File: config.mk
export PLATFORM = sky130hd
export DESIGN_NAME = ipi_dispatch
export DESIGN_NICKNAME = d
export VERILOG_FILES = /design/src/rtl/ipi_dispatch.sv
export SDC_FILE = /design/constraint.sdc
export NUM_CORES = 1
export LEC_CHECK = 0
export BUFFER_PORTS_ARGS = -buffer_cell sky130_fd_sc_hd__buf_2
export CORE_UTILIZATION = 41
export DETAILED_ROUTE_END_ITERATION = 10
export PLACE_DENSITY = 0.85
export SLEW_MARGIN = 20
export SYNTH_ARGS = -nofsm -noshare
export SYNTH_HDL_FRONTEND = slang
export SYNTH_SLANG_ARGS = --single-unit
File: constraint.sdc
create_clock -name clk -period 1.4 [get_ports clk]
set_input_delay 0.35 -clock clk [delete_from_list [all_inputs] [get_ports clk]]
set_output_delay 0.35 -clock clk [all_outputs]
set_load 0.05 [all_outputs]
File: src/rtl/ipi_dispatch.sv
module ipi_dispatch #(
  parameter int          NCPU    = 32,
  parameter logic [5:0]  POR_VEC = 6'h01
) (
  input  logic            clk,
  input  logic            rst_n,
  input  logic            wr_en,
  input  logic [63:0]     wr_data,
  output logic [63:0]     rd_data,
  output logic [NCPU-1:0] cpu_sel,
  output logic            post_stb,
  output logic [5:0]      post_vec,
  output logic            reset_stb,
  output logic            halt_stb,
  output logic            resume_stb
);
  localparam int IDW = 5;
  localparam int VW  = 6;

  logic            err_q;
  logic [NCPU-1:0] sel_nxt;

  wire           clr_wr   = wr_en & wr_data[63];
  wire           cmd_wr   = wr_en & ~wr_data[63];
  wire [1:0]     kind     = wr_data[17:16];
  wire [IDW-1:0] tgt      = wr_data[12:8];
  wire [VW-1:0]  vec      = wr_data[VW-1:0];
  wire           in_range = int'(tgt) < NCPU;
  wire           go       = cmd_wr & in_range;
  wire           bad_rst  = go & (kind == 2'd1) & (vec != POR_VEC);
  wire           fire     = go & ~bad_rst;

  always_comb begin
    for (int i = 0; i < NCPU; i++)
      sel_nxt[i] = fire && (int'(tgt) == i);
  end

  assign rd_data = {63'd0, err_q};

  always_ff @(posedge clk or negedge rst_n) begin
    if (!rst_n) begin
      post_stb   <= 1'b0;
      reset_stb  <= 1'b0;
      halt_stb   <= 1'b0;
      resume_stb <= 1'b0;
      post_vec   <= '0;
      cpu_sel    <= '0;
      err_q      <= 1'b0;
    end else begin
      post_stb   <= fire && kind == 2'd0;
      reset_stb  <= fire && kind == 2'd1;
      halt_stb   <= fire && kind == 2'd2;
      resume_stb <= fire && kind == 2'd3;
      post_vec   <= (fire && kind == 2'd0) ? vec : '0;
      cpu_sel    <= sel_nxt;
      if (clr_wr)       err_q <= 1'b0;
      else if (bad_rst) err_q <= 1'b1;
    end
  end
endmodule

== Word level (Yosys, flattened, before mapping) ==
Cells that the tools add are included.

* Register bits: 43
* Input bits: 67
* Output and inout port bits: 106
* Word-level logic and storage cells: 91

* Equality and inequality tests: 35
* Mux-type cells: 3
* Bitwise operators: 7
* Reduce and logical (&&, ||, !) cells: 39

{| class="wikitable"
|+ Operator list
! cell !! number
|-
| equality test 5 bit, second input constant || 16
|-
| equality test 5 x 4 -> 1 bit, second input constant || 8
|-
| logical AND 1 bit || 36
|-
| equality test 5 x 3 -> 1 bit, second input constant || 4
|-
| equality test 5 x 2 -> 1 bit, second input constant || 2
|-
| two-way mux 6 bit || 1
|-
| != test 6 x 1 -> 1 bit, second input constant || 1
|-
| bitwise AND 1 bit || 5
|-
| equality test 5 x 1 -> 1 bit, second input constant || 1
|-
| logical NOT 5 bit || 1
|-
| equality test 2 bit, second input constant || 2
|-
| equality test 2 x 1 -> 1 bit, second input constant || 1
|-
| logical NOT 2 bit || 1
|-
| two-way mux 1 bit || 2
|-
| NOT 1 bit || 2
|-
| nonzero test 2 bit || 1
|}

== Depth between registers and ports, before layout ==
* Depth in word-level cells: 8
* Gate-level depth with buffers: 4
* Mapped depth without buffers: 3

== Worst setup path before layout ==
No wires, ideal clock.

* Path kind: input port to flip-flop
* Start point: input port wr_data[2]
* End point: register cpu_sel[12]
* Library setup time: 0.101 ns
* Arrival time: 1.193 ns
* Required time: 1.299 ns
* Slack: 0.106 ns
* Cell stages on the path: 4
* Path buffers: 1
* Cells stage by stage: nor4_4 -> a31oi_4 -> buf_6 -> nor4_1

* Longest elaborated chain between the ends: 5

{| class="wikitable"
|+ RTL lines
! item !! RTL line !! text
|-
| start: declaration || 8 || <nowiki>input logic [63:0] wr_data,</nowiki>
|-
| != test 6 x 1 -> 1 bit || 30 || <nowiki>wire bad_rst = go & (kind == 2'd1) & (vec != POR_VEC);</nowiki>
|-
| bitwise AND 1 bit || 30 ||
|-
| NOT 1 bit || 31 || <nowiki>wire fire = go & ~bad_rst;</nowiki>
|-
| bitwise AND 1 bit || 31 ||
|-
| logical AND 1 bit || 35 || <nowiki>sel_nxt[i] = fire && (int'(tgt) == i);</nowiki>
|-
| via sel_nxt[12] || 21 || <nowiki>logic [NCPU-1:0] sel_nxt;</nowiki>
|-
| end signal: assignment || 55 || <nowiki>cpu_sel <= sel_nxt;</nowiki>
|-
| end: declaration || 10 || <nowiki>output logic [NCPU-1:0] cpu_sel,</nowiki>
|}

The timed path passes the listed nets, and every way through them passes these cells.
A chain may end at the register's enable or synchronous reset.

== Worst setup path after layout ==
* Start point: input port wr_data[2]
* End point: register cpu_sel[22]

Same word-level chain as after synthesis.

==> metrics.md <==
| Metric | Value |
|---|---|
| Crit path DAT | `1.47 ns` |
| Seq. cell area | `1080 um2` |
| Main synth FF type | `dfrtp_1` |
| P per Cell Area | `1160 nW/um2` |
| Setup slack, reg-to-reg | `0.75 ns` |
| Worst-path cell chain | `buf_2, nor4_4, a31oi_4, buf_12, buf_4, nor3_1` |
| Seq/Total Area, Yosys | `52.4%` |
| Post-Syn Instances | `183` |
| CP startpoint | `wr_data[2]` |
| Critical-path top delay cell | `nor4_4` |
| VDD IR max | `411 uV` |
| Max-cap violation count | `0` |
| Core Util, Final | `50.5%` |
| Static Leak | `0.00134 uW` |
| Crit share post-route | `91.5%` |
| Row count | `25` |
| DP Area | `2290 um2` |
| Gr ovfl total | `0` |
| Netlist Area Pre-Place | `2050 um2` |
| Max-slew violations | `0` |
| Final setup viols | `0` |
| Startpoint types | `input pin` |
| Num Clock Sinks | `43` |
| Synth top area share | `52.4%` |
| Ys Warns | `0` |
| Slowest stage delay, CP | `0.34 ns` |
| Num ports | `173` |
| Area grow syn2layout | `17.0%` |
| TritonCTS clock tree | `yes` |
| Post-DP HPWL | `2690 um` |
| Dpl ws | `-0.189 ns` |
| Die outline width | `72.7 um` |
| Crit Path Class | `input pin to register` |
| Max clock buf depth | `2` |
| Die Y | `72.7 um` |
| Crit Path Max Fanout | `20` |
| Syn avg cell area | `11.2 um2` |
| Count of input and output buffers | `59` |
| Worst Skew | `0 ns` |
| Worst Slack Setup Final | `0.119 ns` |
| Synth area leaders | `dfrtp_1 52%, buf_4 23%, nor3_1 3.4%, nor4_1 3.4%, nor3b_1 2.6%` |
| Global-route wire length before repair | `5320 um` |
| # fillers | `454` |
| Post-synth EDFFs | `0` |
| CTS root buf | `clkbuf_8` |
| Synth cell types | `26` |
| Final Hold Vio Count | `0` |
| RSZ-0062 raised after global routing | `false` |
| Pin count of the biggest net entering global routing | `44` |
| Initial antenna violation count | `0` |
| Synth area leader | `dfrtp_1` |
| Total Wirelength | `3490 um` |
| Global placer's final weighted congestion | `0.751` |
| Vias | `1338` |
| Status | `complete, no violations` |
| Yosys reg bits | `43` |
| Post-CTS Setup Bufs | `0` |
| Num CTS Buffers | `5` |
| WL/cell | `10.8 um` |
| H-tree levels | `2` |
| Multi-input gate area | `686 um2` |
| Worst Path Required | `1.59 ns` |
| Diodes inserted | `0` |
| Drt via density | `4.14` |
| Die ar. | `5290 um2` |
| # nets final | `322` |
| RR Startpoint | `err_q` |
| CP endpoint kind | `register` |
| # DRC | `0` |
| Async S/R FF share, synth | `100%` |
| DRT Pass-1 Iters | `4` |
| Gr usage total | `13.5%` |
| 1st-iter DRT viols | `102` |
| Final ANT Viol Nets | `0` |
| Tmin final | `1.28 ns` |
| FMAX | `780 MHz` |
| Reg clk slew, reported paths | `0.08 ns` |
| CP Capture Point | `cpu_sel[22]` |
| Vias in the first global route | `1186` |
| PostCTS Resize Cnt | `0` |
| Design Area, Final | `2400 um2` |
| Hold slack | `0.0288 ns` |
| Hold Crit Class | `input pin to async pin` |
| Clk_lat worst skew | `0.29 ns` |
| Floorplan core area | `4750 um2` |
| Worst r2r path cells | `1` |
| Initial core utilization | `43.2%` |
| Reg-to-reg endpoint | `err_q` |
| Post-CTS Hold Buffers | `0` |
| Layout cells sized above 1 | `33.6%` |
-- worst max-delay path: cells and delay by family --
kind	cells	cell delay [ns]
buf+inv	3	0.44
compound gates	1	0.13
simple gates	2	0.55
-- cell usage in the layout, fill, tap and decap left out, types with 2 or more instances in the layout --
cell | synthesis | routed
buf_4 | 64 | 11
and2_1 | 6 | 6
nor4b_1 | 3 | 3
nor3_1 | 14 | 14
dfrtp_1 | 43 | 43
nand2_1 | 9 | 9
nor2_1 | 2 | 2
nand3_1 | 2 | 2
buf_12 | 0 | 3
nor3b_1 | 7 | 7
or3b_2 | 2 | 2
nor4_1 | 11 | 11
nand3b_1 | 3 | 3
conb_1 | 1 | 63
buf_2 | 1 | 59
clkbuf_8 | 0 | 5
-- routing by layer --
metal  vias to the layer above  track usage, %  part of all wire [%]
li1                        627               -                     -
met1                       614            15.1                    39
met2                        93            23.2                    49
met3                         4            4.70                    11
met4                         0            5.88                  0.95
met5                         -               0                     0
-- area by class of cell --
type                       count  share of cell area (%)
clock buffer                   5                    2.87
clock inverter                 3                    1.82
inverter                       1                   0.156
multi-input combinational    131                    28.6
sequential                    43                    44.8
tap                           67                    3.49
timing repair buffer          73                    18.2
-- stage by stage --
step	total power [uW]	TNS (ns)	cells
2_1_floorplan	1900	0	245
4_1_cts	2800	0	323
3_3_place_gp	1870	-3.12	315
3_5_place_dp	1880	-3.93	315
6_report	2780	0	323
5_1_grt	2880	0	323
-- worst min path at each step --
stage                     startpoint           to  slack, ns  cells after the start
after floorplan                rst_n   cpu_sel[0]       0.05                      0
after global placement         rst_n   cpu_sel[0]       0.34                      2
after detailed placement       rst_n   cpu_sel[3]       0.34                      2
after CTS                      rst_n   cpu_sel[3]       0.03                      2
after global routing           rst_n   cpu_sel[3]       0.03                      2
final                          rst_n  cpu_sel[10]       0.03                      2
-- cells in the mapped netlist (2+ instances only) --
cell type,n
and2_1,6
buf_4,64
buf_6,2
clkbuf_1,3
dfrtp_1,43
nand2_1,9
nand3_1,2
nand3b_1,3
nor2_1,2
nor3_1,14
nor3b_1,7
nor4_1,11
nor4b_1,3
or3b_2,2
-- registers in the layout, summed over array words and instances, names as in the netlist --
signal,flops
resume_stb,1
cpu_sel,32
halt_stb,1
post_stb,1
err_q,1
post_vec,6
reset_stb,1
-- cell families (layout without fill, tap and decap cells) --
group	after synthesis	after routing	share of synthesized area, %
and+or+nand+nor	66	66	20.5
buffers and inverters	71	82	25.5
DFF	43	43	52.4
other	1	63	0.183
AOI/OAI and AO/OA	2	2	1.40
-- power by group --
| part | switching, uW | total [uW] | internal, uW |
|---|---|---|---|
| clock | 397 | 928 | 530 |
| combinational | 520 | 597 | 77.3 |
| sequential | 4.05 | 1260 | 1250 |
| total | 921 | 2780 | 1860 |
Power figures use the tool's default switching activity.
